--- src/rtl/dma_pkg.sv ---
package dma_pkg;
  typedef enum logic [1:0] {ST_IDLE = 2'd0, ST_RD = 2'd1, ST_WR = 2'd2} seq_st_e;

  localparam logic [1:0] RQ_AUTO = 2'd0;
  localparam logic [1:0] RQ_EXT  = 2'd1;
  localparam logic [1:0] RQ_PER  = 2'd2;

  localparam logic [1:0] AM_INC = 2'd1;
  localparam logic [1:0] AM_DEC = 2'd2;

  function automatic logic [4:0] unit_bytes(input logic [1:0] sz);
    case (sz)
      2'd0:    unit_bytes = 5'd1;
      2'd1:    unit_bytes = 5'd2;
      2'd2:    unit_bytes = 5'd4;
      default: unit_bytes = 5'd16;
    endcase
  endfunction

  function automatic logic misaligned(input logic [3:0] lo, input logic [1:0] sz);
    logic [4:0] m;
    m = unit_bytes(sz) - 5'd1;
    misaligned = (lo & m[3:0]) != 4'd0;
  endfunction
endpackage

--- src/rtl/dma_chan.sv ---
module dma_chan import dma_pkg::*; #(
  parameter int unsigned AW = 32,
  parameter int unsigned CW = 16
) (
  input  logic          clk_i,
  input  logic          rst_ni,
  input  logic          en_i,
  input  logic          glob_ok_i,
  input  logic [AW-1:0] src_i,
  input  logic [AW-1:0] dst_i,
  input  logic [CW-1:0] cnt_i,
  input  logic [1:0]    sz_i,
  input  logic [1:0]    src_mode_i,
  input  logic [1:0]    dst_mode_i,
  input  logic [1:0]    rq_mode_i,
  input  logic          burst_i,
  input  logic          hie_i,
  input  logic          ie_i,
  input  logic          ext_req_i,
  input  logic          per_req_i,
  input  logic          upd_i,
  output logic          ok_o,
  output logic          req_o,
  output logic [AW-1:0] src_o,
  output logic [AW-1:0] dst_o,
  output logic [1:0]    sz_o,
  output logic          burst_o,
  output logic          last_o,
  output logic          te_o,
  output logic          half_irq_o,
  output logic          end_irq_o
);
  logic          en_q, te_q, half_seen_q, half_irq_q, end_irq_q;
  logic [AW-1:0] src_q, dst_q;
  logic [CW-1:0] cnt_q, init_q;
  logic [1:0]    sz_q, smode_q, dmode_q, rq_q;
  logic          burst_q, hie_q, ie_q;
  logic          load, sel;
  logic [CW-1:0] cnt_nx;
  logic [AW-1:0] ub;

  function automatic logic [AW-1:0] step(input logic [AW-1:0] a, input logic [1:0] m,
                                         input logic [AW-1:0] d);
    case (m)
      AM_INC:  step = a + d;
      AM_DEC:  step = a - d;
      default: step = a;
    endcase
  endfunction

  assign load   = en_i & ~en_q;
  assign cnt_nx = cnt_q - CW'(1);
  assign ub     = AW'(unit_bytes(sz_q));

  always_comb begin
    case (rq_q)
      RQ_AUTO: sel = 1'b1;
      RQ_EXT:  sel = ext_req_i;
      RQ_PER:  sel = per_req_i;
      default: sel = 1'b0;
    endcase
  end

  // enable is used live so that clearing it stops the channel in the same cycle
  assign ok_o       = en_i & en_q & glob_ok_i & ~te_q & (cnt_q != '0);
  assign req_o      = ok_o & sel;
  assign src_o      = src_q;
  assign dst_o      = dst_q;
  assign sz_o       = sz_q;
  assign burst_o    = burst_q;
  assign last_o     = cnt_q == CW'(1);
  assign te_o       = te_q;
  assign half_irq_o = half_irq_q;
  assign end_irq_o  = end_irq_q;

  always_ff @(posedge clk_i or negedge rst_ni) begin
    if (!rst_ni) begin
      en_q <= 1'b0; te_q <= 1'b0; half_seen_q <= 1'b0;
      half_irq_q <= 1'b0; end_irq_q <= 1'b0;
      src_q <= '0; dst_q <= '0; cnt_q <= '0; init_q <= '0;
      sz_q <= '0; smode_q <= '0; dmode_q <= '0; rq_q <= '0;
      burst_q <= 1'b0; hie_q <= 1'b0; ie_q <= 1'b0;
    end else begin
      en_q       <= en_i;
      half_irq_q <= 1'b0;
      end_irq_q  <= 1'b0;
      if (load) begin
        src_q <= src_i; dst_q <= dst_i; cnt_q <= cnt_i; init_q <= cnt_i;
        sz_q <= sz_i; smode_q <= src_mode_i; dmode_q <= dst_mode_i; rq_q <= rq_mode_i;
        burst_q <= burst_i; hie_q <= hie_i; ie_q <= ie_i;
        te_q <= 1'b0; half_seen_q <= 1'b0;
      end else if (upd_i) begin
        src_q <= step(src_q, smode_q, ub);
        dst_q <= step(dst_q, dmode_q, ub);
        cnt_q <= cnt_nx;
        if (cnt_q == CW'(1)) begin
          te_q      <= 1'b1;
          end_irq_q <= ie_q;
        end
        if (!half_seen_q && cnt_nx == (init_q >> 1)) begin
          half_seen_q <= 1'b1;
          half_irq_q  <= hie_q;
        end
      end
    end
  end


  cnt_dec_chk: assert property (@(posedge clk_i) disable iff (!rst_ni)
    upd_i |=> cnt_q == $past(cnt_q) - CW'(1));

  te_after_unit_chk: assert property (@(posedge clk_i) disable iff (!rst_ni)
    $rose(te_q) |-> $past(upd_i));

  half_pulse_chk: assert property (@(posedge clk_i) disable iff (!rst_ni)
    half_irq_o |-> ($past(upd_i) && hie_q));
endmodule

--- src/rtl/dma_arb.sv ---
module dma_arb #(
  parameter int unsigned N_CH = 2,
  parameter int unsigned CIW  = 1
) (
  input  logic            clk_i,
  input  logic            rst_ni,
  input  logic [N_CH-1:0] req_i,
  output logic [N_CH-1:0] gnt_o,
  output logic [CIW-1:0]  idx_o,
  output logic            vld_o
);
  for (genvar i = 0; i < N_CH; i++) begin : g_pri
    if (i == 0) begin : g_top
      assign gnt_o[i] = req_i[i];
    end else begin : g_low
      assign gnt_o[i] = req_i[i] & ~(|req_i[i-1:0]);
    end
  end

  always_comb begin
    idx_o = '0;
    for (int i = 0; i < N_CH; i++) begin
      if (gnt_o[i]) idx_o = CIW'(i);
    end
  end

  assign vld_o = |req_i;


  gnt_onehot_chk: assert property (@(posedge clk_i) disable iff (!rst_ni)
    $onehot0(gnt_o) && ((gnt_o & ~req_i) == '0));
endmodule

--- src/rtl/dma_ctl.sv ---
module dma_ctl import dma_pkg::*; #(
  parameter int unsigned N_CH = 2,
  parameter int unsigned AW   = 32,
  parameter int unsigned DW   = 32,
  parameter int unsigned CIW  = 1
) (
  input  logic                      clk_i,
  input  logic                      rst_ni,
  input  logic                      gnt_vld_i,
  input  logic [CIW-1:0]            gnt_idx_i,
  input  logic [N_CH-1:0]           ok_i,
  input  logic [N_CH-1:0][AW-1:0]   src_i,
  input  logic [N_CH-1:0][AW-1:0]   dst_i,
  input  logic [N_CH-1:0][1:0]      sz_i,
  input  logic [N_CH-1:0]           burst_i,
  input  logic [N_CH-1:0]           last_i,
  input  logic                      bus_ready_i,
  input  logic [DW-1:0]             bus_rdata_i,
  output logic                      bus_req_o,
  output logic                      bus_we_o,
  output logic [AW-1:0]             bus_addr_o,
  output logic [1:0]                bus_size_o,
  output logic [DW-1:0]             bus_wdata_o,
  output logic                      bus_lock_o,
  output logic [N_CH-1:0]           upd_o,
  output logic                      ae_set_o
);
  seq_st_e        st_q;
  logic [CIW-1:0] cur_q;
  logic [DW-1:0]  data_q;
  logic           bad_addr, live, wr_done;

  assign bad_addr = misaligned(src_i[gnt_idx_i][3:0], sz_i[gnt_idx_i]) |
                    misaligned(dst_i[gnt_idx_i][3:0], sz_i[gnt_idx_i]);
  assign live     = (st_q != ST_IDLE) & ok_i[cur_q];
  assign wr_done  = (st_q == ST_WR) & ok_i[cur_q] & bus_ready_i;
  assign ae_set_o = (st_q == ST_IDLE) & gnt_vld_i & bad_addr;

  always_comb begin
    upd_o = '0;
    if (wr_done) upd_o[cur_q] = 1'b1;
  end

  assign bus_req_o   = live;
  assign bus_we_o    = st_q == ST_WR;
  assign bus_addr_o  = (st_q == ST_WR) ? dst_i[cur_q] : src_i[cur_q];
  assign bus_size_o  = sz_i[cur_q];
  assign bus_wdata_o = data_q;
  assign bus_lock_o  = live & burst_i[cur_q];

  always_ff @(posedge clk_i or negedge rst_ni) begin
    if (!rst_ni) begin
      st_q   <= ST_IDLE;
      cur_q  <= '0;
      data_q <= '0;
    end else begin
      case (st_q)
        ST_IDLE: if (gnt_vld_i && !bad_addr) begin
          cur_q <= gnt_idx_i;
          st_q  <= ST_RD;
        end
        ST_RD: if (!ok_i[cur_q]) st_q <= ST_IDLE;
               else if (bus_ready_i) begin
                 data_q <= bus_rdata_i;
                 st_q   <= ST_WR;
               end
        ST_WR: if (!ok_i[cur_q]) st_q <= ST_IDLE;
               else if (bus_ready_i)
                 st_q <= (burst_i[cur_q] && !last_i[cur_q]) ? ST_RD : ST_IDLE;
        default: st_q <= ST_IDLE;
      endcase
    end
  end


  hold_while_wait_chk: assert property (@(posedge clk_i) disable iff (!rst_ni)
    (bus_req_o && !bus_ready_i) |=> (!bus_req_o || ($stable(bus_addr_o) && $stable(bus_we_o))));

  steal_gap_chk: assert property (@(posedge clk_i) disable iff (!rst_ni)
    (wr_done && !burst_i[cur_q]) |=> !bus_req_o);

  no_access_on_bad_chk: assert property (@(posedge clk_i) disable iff (!rst_ni)
    ae_set_o |=> !bus_req_o);
endmodule

--- src/rtl/dma_seq.sv ---
module dma_seq import dma_pkg::*; #(
  parameter int unsigned N_CH = 2,
  parameter int unsigned AW   = 32,
  parameter int unsigned DW   = 32,
  parameter int unsigned CW   = 16
) (
  input  logic                    clk_i,
  input  logic                    rst_ni,
  input  logic                    mst_en_i,
  input  logic                    nmi_i,
  input  logic [N_CH-1:0]         ch_en_i,
  input  logic [N_CH-1:0][AW-1:0] src_i,
  input  logic [N_CH-1:0][AW-1:0] dst_i,
  input  logic [N_CH-1:0][CW-1:0] cnt_i,
  input  logic [N_CH-1:0][1:0]    sz_i,
  input  logic [N_CH-1:0][1:0]    src_mode_i,
  input  logic [N_CH-1:0][1:0]    dst_mode_i,
  input  logic [N_CH-1:0][1:0]    rq_mode_i,
  input  logic [N_CH-1:0]         burst_i,
  input  logic [N_CH-1:0]         hie_i,
  input  logic [N_CH-1:0]         ie_i,
  input  logic [N_CH-1:0]         ext_req_i,
  input  logic [N_CH-1:0]         per_req_i,
  output logic                    bus_req_o,
  output logic                    bus_we_o,
  output logic [AW-1:0]           bus_addr_o,
  output logic [1:0]              bus_size_o,
  output logic [DW-1:0]           bus_wdata_o,
  output logic                    bus_lock_o,
  input  logic                    bus_ready_i,
  input  logic [DW-1:0]           bus_rdata_i,
  output logic [N_CH-1:0]         te_o,
  output logic                    ae_o,
  output logic                    nmi_o,
  output logic [N_CH-1:0]         half_irq_o,
  output logic [N_CH-1:0]         end_irq_o
);
  localparam int unsigned CIW = (N_CH > 1) ? $clog2(N_CH) : 1;

  logic                    ae_q, nmi_q, glob_ok, ae_set, gvld;
  logic [CIW-1:0]          gidx;
  logic [N_CH-1:0]         ok, req, burst, last, upd, gnt;
  logic [N_CH-1:0][AW-1:0] src, dst;
  logic [N_CH-1:0][1:0]    sz;

  // nmi_i gates the same cycle so no access completes after the event
  assign glob_ok = mst_en_i & ~ae_q & ~nmi_q & ~nmi_i;
  assign ae_o    = ae_q;
  assign nmi_o   = nmi_q;

  always_ff @(posedge clk_i or negedge rst_ni) begin
    if (!rst_ni) begin
      ae_q  <= 1'b0;
      nmi_q <= 1'b0;
    end else if (!mst_en_i) begin
      ae_q  <= 1'b0;
      nmi_q <= 1'b0;
    end else begin
      ae_q  <= ae_q | ae_set;
      nmi_q <= nmi_q | nmi_i;
    end
  end

  for (genvar c = 0; c < N_CH; c++) begin : g_ch
    dma_chan #(.AW(AW), .CW(CW)) u_chan (
      .clk_i, .rst_ni,
      .en_i(ch_en_i[c]), .glob_ok_i(glob_ok),
      .src_i(src_i[c]), .dst_i(dst_i[c]), .cnt_i(cnt_i[c]), .sz_i(sz_i[c]),
      .src_mode_i(src_mode_i[c]), .dst_mode_i(dst_mode_i[c]), .rq_mode_i(rq_mode_i[c]),
      .burst_i(burst_i[c]), .hie_i(hie_i[c]), .ie_i(ie_i[c]),
      .ext_req_i(ext_req_i[c]), .per_req_i(per_req_i[c]), .upd_i(upd[c]),
      .ok_o(ok[c]), .req_o(req[c]), .src_o(src[c]), .dst_o(dst[c]), .sz_o(sz[c]),
      .burst_o(burst[c]), .last_o(last[c]), .te_o(te_o[c]),
      .half_irq_o(half_irq_o[c]), .end_irq_o(end_irq_o[c])
    );
  end

  dma_arb #(.N_CH(N_CH), .CIW(CIW)) u_arb (
    .clk_i, .rst_ni, .req_i(req), .gnt_o(gnt), .idx_o(gidx), .vld_o(gvld)
  );

  dma_ctl #(.N_CH(N_CH), .AW(AW), .DW(DW), .CIW(CIW)) u_ctl (
    .clk_i, .rst_ni, .gnt_vld_i(gvld), .gnt_idx_i(gidx), .ok_i(ok),
    .src_i(src), .dst_i(dst), .sz_i(sz), .burst_i(burst), .last_i(last),
    .bus_ready_i, .bus_rdata_i, .bus_req_o, .bus_we_o, .bus_addr_o, .bus_size_o,
    .bus_wdata_o, .bus_lock_o, .upd_o(upd), .ae_set_o(ae_set)
  );


  no_req_on_ae_chk: assert property (@(posedge clk_i) disable iff (!rst_ni)
    ae_o |-> !bus_req_o);

  nmi_blocks_chk: assert property (@(posedge clk_i) disable iff (!rst_ni)
    (nmi_i || nmi_o) |-> !bus_req_o);

  te_blocks_chk: assert property (@(posedge clk_i) disable iff (!rst_ni)
    (upd & te_o) == '0);
endmodule

--- config.mk ---
export PLATFORM = sky130hd
export DESIGN_NAME = dma_seq
export DESIGN_NICKNAME = d
export VERILOG_FILES = /design/src/rtl/dma_pkg.sv /design/src/rtl/dma_chan.sv /design/src/rtl/dma_arb.sv /design/src/rtl/dma_ctl.sv /design/src/rtl/dma_seq.sv
export SDC_FILE = /design/constraint.sdc
export NUM_CORES = 1
export LEC_CHECK = 0
export BUFFER_PORTS_ARGS = -buffer_cell sky130_fd_sc_hd__buf_2
export CELL_PAD_IN_SITES_DETAIL_PLACEMENT = 0
export CELL_PAD_IN_SITES_GLOBAL_PLACEMENT = 2
export CORE_UTILIZATION = 32
export DETAILED_ROUTE_END_ITERATION = 6
export PLACE_DENSITY_LB_ADDON = 0.1
export SETUP_SLACK_MARGIN = 0.4
export SLEW_MARGIN = 20
export SYNTH_ARGS = -nofsm -noshare
export SYNTH_HDL_FRONTEND = slang
export SYNTH_SLANG_ARGS = --single-unit
--- constraint.sdc ---
create_clock -name clk_i -period 4.3 [get_ports clk_i]
set_clock_uncertainty 0.2 [all_clocks]
set_input_delay 0.86 -clock clk_i [delete_from_list [all_inputs] [get_ports clk_i]]
set_output_delay 0.86 -clock clk_i [all_outputs]
set_load 0.01 [all_outputs]
## After elaboration in Yosys (flattened, before gate mapping)

Cells that the tools add are included.

| word-level totals | value |
|---|---|
| register bits after elaboration | 261 |
| bits in latches | 0 |
| memory bits (writable) | 0 |
| bits in read-only memories | 0 |
| input bits | 225 |
| word-level logic and storage cells | 232 |
| memories kept | 0 |

| operators by class | value |
|---|---|
| add/subtract/negate cells | 11 |
| multipliers | 0 |
| divide/modulo/power cells | 0 |
| order comparisons | 3 |
| eq/ne operators | 27 |
| shift-type cells | 0 |
| multiplexer cells | 77 |
| bitwise gates (word level) | 35 |
| reductions and logical operators | 42 |

Operators by type and width:

| operator | number |
|---|---|
| 2-to-1 mux 32 bit | 13 |
| one-hot mux 32 bit (2 select lines) | 4 |
| adder 32 x 5 -> 32 bit | 4 |
| subtractor 32 x 5 -> 32 bit | 4 |
| 2-to-1 mux 16 bit | 4 |
| 2-to-1 mux 1 bit | 35 |
| == test 16 x 1 -> 1 bit (second input constant) | 2 |
| == test 16 x 15 -> 1 bit | 2 |
| nonzero test 16 bit | 2 |
| subtractor 16 x 1 -> 16 bit (second input constant) | 2 |
| one-hot mux 5 bit (3 select lines) | 2 |
| bitwise AND 1 bit | 22 |
| == test 2 x 1 -> 1 bit (second input constant) | 10 |
| == test 2 bit (second input constant) | 10 |
| 2-to-1 mux 2 bit | 10 |
| AND reduction 2 bit | 9 |
| 2-to-1 mux 4 bit | 4 |
| nonzero test 2 bit | 7 |
| zero test 2 bit | 6 |
| nonzero test 3 bit | 4 |
| one-hot mux 3 bit (3 select lines) | 1 |
| bitwise AND 4 bit | 2 |
| inverter 1 bit | 8 |
| nonzero test 4 bit | 2 |
| other kinds (13) | 26 |

## Longest topological paths before layout

| logic depth | value |
|---|---|
| depth after elaboration | 23 |
| gate-level depth with buffers | 16 |
| gate-level depth less buffers | 15 |

## By module

Synthesis repeated with hierarchy kept, for this count alone.

| unflattened totals | value |
|---|---|
| cell total of the unflattened synthesis | 2,333 |
| area, all modules | 19,721.4 um^2 |

Modules (own cells, without submodules):

| module | instances | cells each | area each (um^2) | seq. area each (um^2) |
|---|---|---|---|---|
| dma_chan at g_ch[1].u_chan | 1 | 1,099 | 8,667.1 | 2,777.7 |
| dma_chan at g_ch[0].u_chan | 1 | 1,070 | 8,642.0 | 2,777.7 |
| dma_ctl | 1 | 155 | 2,304.7 | 875.8 |
| dma_seq | 1 | 5 | 80.1 | 50.0 |
| dma_arb | 1 | 4 | 27.5 | 0.0 |

## Worst setup path after synthesis

No wires, ideal clock.

| timing | value |
|---|---|
| path type | reg-to-reg |
| start point | register g_ch[0].u_chan.smode_q[0] |
| end point | register g_ch[0].u_chan.src_q[31] |
| arrival time | 3.755 ns |
| data required time | 3.976 ns |
| setup slack | 0.221 ns |
| cell stages (with the launch flop) | 15 |
| path buffers | 1 |
| cells stage by stage | dfrtp_1 nand2b_1 clkbuf_1 inv_1 ha_1 a21oi_1 nor3b_1 or4b_2 a31oi_1 o211ai_1 nand2_1 o21ai_0 mux2i_1 and4_1 a211o_1 |

| between the ends | value |
|---|---|
| longest elaborated chain between the ends | 4 |
| elaborated cells between the ends (all ways) | 7 |

Ends and longest elaborated chain:

| what | RTL line | source |
|---|---|---|
| start, declared | dma_chan.sv:36 | `logic [1:0] sz_q, smode_q, dmode_q, rq_q;` |
| start signal, assigned | dma_chan.sv:89 | `sz_q <= sz_i; smode_q <= src_mode_i; dmode_q <= dst_mode_i; rq_q <= rq_mode_i;` |
| == test 2 bit / == test 2 x 1 -> 1 bit (equally long branches) | dma_chan.sv:44 | `case (m)` |
| one-hot mux 32 bit (2 select lines) | dma_chan.sv:44 |  |
| 2-to-1 mux 32 bit | dma_chan.sv:92 | `end else if (upd_i) begin` |
| 2-to-1 mux 32 bit | dma_chan.sv:87 | `if (load) begin` |
| end signal, assigned | dma_chan.sv:88 | `src_q <= src_i; dst_q <= dst_i; cnt_q <= cnt_i; init_q <= cnt_i;` |
| end signal, assigned | dma_chan.sv:93 | `src_q <= step(src_q, smode_q, ub);` |
| end, declared | dma_chan.sv:34 | `logic [AW-1:0] src_q, dst_q;` |

Several ways; a longest one is shown, not always the timed one. The select of a mux whose other input is x is not followed.
A chain may end at the register's enable or synchronous reset.

## Final worst setup path

| timing | value |
|---|---|
| start point | register g_ch[1].u_chan.cnt_q[0] |
| end point | output port bus_lock_o |

| between the ends | value |
|---|---|
| longest elaborated chain between the ends | 6 |

Ends and longest elaborated chain:

| what | RTL line | source |
|---|---|---|
| start, declared | dma_chan.sv:35 | `logic [CW-1:0] cnt_q, init_q;` |
| start signal, assigned | dma_chan.sv:88 |  |
| start signal, assigned | dma_chan.sv:95 | `cnt_q <= cnt_nx;` |
| nonzero test 16 bit | dma_chan.sv:65 | `assign ok_o = en_i & en_q & glob_ok_i & ~te_q & (cnt_q != '0);` |
| bitwise AND 1 bit | dma_chan.sv:65 |  |
| 2-to-1 mux 1 bit (implied by the code) (2 in a row) | dma_ctl.sv:35 | `assign live = (st_q != ST_IDLE) & ok_i[cur_q];` |
| bitwise AND 1 bit | dma_ctl.sv:35 |  |
| bitwise AND 1 bit | dma_ctl.sv:49 | `assign bus_lock_o = live & burst_i[cur_q];` |
| end, declared | dma_seq.sv:29 | `output logic bus_lock_o,` |

No other way between the ends. The select of a mux whose other input is x is not followed.

==> impl.org <==
** Outcome
- The flow ran to the end, and the final reports show no timing, DRC or antenna violations.

** Synthesis
- Sequential-to-total area share from yosys stat :: 34.3%
- Number of register bits inferred by synthesis :: around 260
- Of all cell types, the one taking the most synthesized area is dfrtp_1.
- Mapped Cells :: 2171
- The synthesized design devotes to its leading area cell type 34.3% of total area.
- Cell area after technology mapping :: 18900 sq um
- During synthesis, Yosys emitted a total of 0 warnings.
- Syn avg cell area :: 8.70 sq um
- The number of nets in the synthesized netlist is about 2500.
- Ranked by instance count, the synthesized netlist is headed by 329 x nand2_1, 259 x dfrtp_1, 202 x o21ai_0.
- The most used flip-flop cell after synthesis is dfrtp_1.
- Number of enable-type register cells in the synthesized netlist :: 0
- Post-synthesis async set-or-reset flop share :: 100%
- The synthesized netlist contains 83 unique library cells.
- In the post-synthesis netlist, the biggest area contributors are dfrtp_1 34%, ha_1 8.7%, nand2_1 6.5%, o21ai_0 5.4%, xnor2_1 4.1%.
- Among all cell types in the netlist, the one instantiated most often is nand2_1.

** Die
- 302 I/O pins were placed.
- Once the floorplan was initialized, standard cells occupied 32.5% of the core.
- Row generation in the floorplan step produced just under 90 rows.
- Measured along the y axis, the die boundary spans 245 um.
- Full die area :: roughly 60000 sq um
- Width of the chip :: about 240 um
- The floorplan step defined a core boundary enclosing approximately 58000 sq um.

** CTS
- TritonCTS clock tree :: yes
- Clk Latency, worst-skew pair :: 0.57 ns
- Clock root cell :: clkbuf_16
- Clock-pin slew was measured on the worst setup and hold paths at 0.06 ns.
- Sinks on the clock net :: 259
- H-Tree Depth :: 2
- Counting the buffers created by CTS gives 36.
- Worst-case clock buffer depth :: 3
- The number of hold buffers added after CTS was 0.

** Drt
- Number of iterations in the first detailed-routing pass :: 5
- In the final routed layout, each cell accounts on average for 21.1 um.
- Met1 routed wirelength after detailed routing :: approximately 31 mm
- For this block, the initial DRC count from the detailed router was 1061.
- The routed design uses 3.55 mm of met3 wire.
- DRC errors left :: 0
- Summed over all nets, wire length on met2 after detailed routing comes to between 30 and 40 mm.
- The routed design has 69.4 mm of wire.
- Highest routed metal layer :: met4
- The detailed router placed 17700 vias in this run.
- The detail route stage leaves a number of antenna-violating nets equal to 0.
- Dividing the detail-routed via count by the number of cells gives approximately 5.4.

** STA
- Max Freq :: 0.260 GHz
- Final worst slack :: 0.450 ns
- Sum Neg Setup Slack :: 0 ns
- The final critical path takes up 89.5% of the cycle.
- The number of endpoints with negative hold slack in the final report came to 0.
- Setup violation total in the final timing report :: 0
- At the pin with the least slew margin, the transition time is ~0.8 ns.
- Unrepaired setup endpoints after global routing :: yes
- Min Tclk post-route :: slightly below 4 ns
- Headroom to the max-slew limit came out at 46.7%.
- The number of max-slew violations in the final report was 0.

** Power
- Leakage power total :: about 0.011 uW
- Worst IR drop on VDD :: ~210 uV
- Power per standard cell area :: 414 nW/um^2

** Run
- Max capacitance violation total :: 0

** Global route
- Number of global-route vias before repair :: 17400
- The first global-routing pass estimated between 100 and 150 mm of wire.
- In the global route stage, overall resource usage came out at 22.8%.
- The initial antenna violation count came to 1.
- Entering global routing, the biggest net connects 96 pins.
- GRT Residual Overflow :: 0

** Placed design
- Number of buffers added on ports :: 301
- Instance count after placement with tap cells included :: 3189
- Summing all placed instances gives a cell area of between 20000 and 25000 sq um.
- OpenSTA, run right after detailed placement, puts the worst setup slack at 0.173 ns.
- Half-perimeter wire length of the detailed placement result :: 53.7 mm
- Gpl congestion :: 0.896

** Layout
- Final-layout fill cell count :: between 6000 and 7000
- For this run, the number of standard cells in the final layout without fillers is 3281.
- Once layout is done, the placed cells without fillers occupy 23200 sq um.
- The net count of the finished layout is 2851.
- Share of final-layout standard cells stronger than drive strength 1 :: 24.3%
- The area growth from synthesis to layout is 23.1%.

** Setup path
- Critical Path RT :: 3.24 ns
- Type of element capturing the critical path :: output pin
- For the worst setup path, the data arrival time is 2.79 ns.
- The worst setup path is launched from a flip-flop.
- Critical path start-end classification :: reg2out
- Along the worst path, the maximum fanout reaches 4.

** Min path
- HP Class :: in2async
power breakdown:
part	switching [uW]	internal (uW)
Clock	1200	1770
Sequential	370	2710
Combinational	1970	1600
worst max-delay path, stage by stage, from the launching register on:
cell	delay, ns
dfrtp_1	0.42
inv_2	0.11
ha_4	0.15
or3b_4	0.39
or4_4	0.45
nor2_4	0.16
a2111oi_4	0.10
mux2i_2	0.24
nor3_2	0.06
buf_4	0.16
final timing paths:
check	from	end	slack (ns)	cells past startpoint
worst min register to register	g_ch[0].u_chan.half_seen_q$_DFFE_PN0P_	g_ch[0].u_chan.half_irq_o$_DFF_PN0_	0.24	1
worst max-delay path	g_ch[1].u_chan.cnt_q[0]$_DFFE_PN0P_	bus_lock_o	0.45	9
worst min-delay path	rst_ni	u_ctl.bus_wdata_o[31]$_DFFE_PN0P_	0.13	1
worst max register to register	g_ch[0].u_chan.cnt_q[0]$_DFFE_PN0P_	u_ctl.bus_wdata_o[24]$_DFFE_PN0P_	0.52	17
max in group asynchronous	rst_ni	g_ch[0].u_chan.sz_o[0]$_DFFE_PN0P_	2.72	2
min in group clk_i	g_ch[0].u_chan.half_seen_q$_DFFE_PN0P_	g_ch[0].u_chan.half_irq_o$_DFF_PN0_	0.24	1
layout by cell type, fill, tap and decap left out, drive strengths merged, types with 35 or more instances in the layout:
cell / instances
nor2: 161
nand2: 329
a21o: 54
nor3: 48
a31oi: 35
ha: 132
a22oi: 46
xor2: 48
nand3: 36
o21ai: 202
buf: 392
xnor2: 89
inv: 57
mux2: 36
clkbuf: 51
dfrtp: 259
a21oi: 153
sequential cells by signal, summed over array words and instances (netlist names), 4 cells and up:
name                 cells
g_ch.u_chan.sz_o         4
g_ch.u_chan.rq_q         4
g_ch.u_chan.dst_o       64
u_ctl.bus_wdata_o       32
g_ch.u_chan.dmode_q      4
g_ch.u_chan.cnt_q       32
g_ch.u_chan.src_o       64
g_ch.u_chan.smode_q      4
g_ch.u_chan.init_q      30
metal layers:
layer / GRT usage, % / vias up
met5: 0 / -
met2: 38.2 / 451
met3: 3.70 / 82
met4: 6.76 / 0
li1: - / 8552
met1: 30.1 / 8611
stage by stage:
step           power, uW  hold WS [ns]  util, %
3_3_place_gp        6530         0.220     37.0
5_1_grt            10200         0.177     40.0
4_1_cts             9630         0.150     39.3
3_5_place_dp        6530         0.225     37.0
6_report            9620         0.127     40.1
2_1_floorplan       5370         0.210        -
repair_timing:
item                       4_1_cts  5_1_grt
buffers inserted                 8       19
gates resized for setup         29       59
setup endpoints to repair       22       60
pin swaps                        4       20
cloned                           0        1
cell families (layout without fill, tap and decap cells):
group / after synthesis / after routing / synth area share [%]
AOI/OAI and AO/OA: 652 / 652 / 21.7
xor gates and xnor gates: 137 / 137 / 6.35
and+or+nand+nor: 742 / 742 / 18.3
buffers and inverters: 169 / 512 / 3.72
muxes: 76 / 76 / 6.39
other: 0 / 2 / 0
adders and majority gates: 136 / 136 / 9.17
DFF: 259 / 259 / 34.3
cell type report:
class / instances / area (sq um) / area share (%)
diodes: 2 / 5.00 / 0.0215
clock buffers: 50 / 1010 / 4.36
clock inverters: 12 / 140 / 0.603
inverters: 57 / 221 / 0.953
multi-input cells: 1743 / 12100 / 52.0
flip-flops and latches: 259 / 6490 / 27.9
well taps: 765 / 957 / 4.12
repair buffers: 393 / 2330 / 10.0
(Power assumes the default switching activity.)
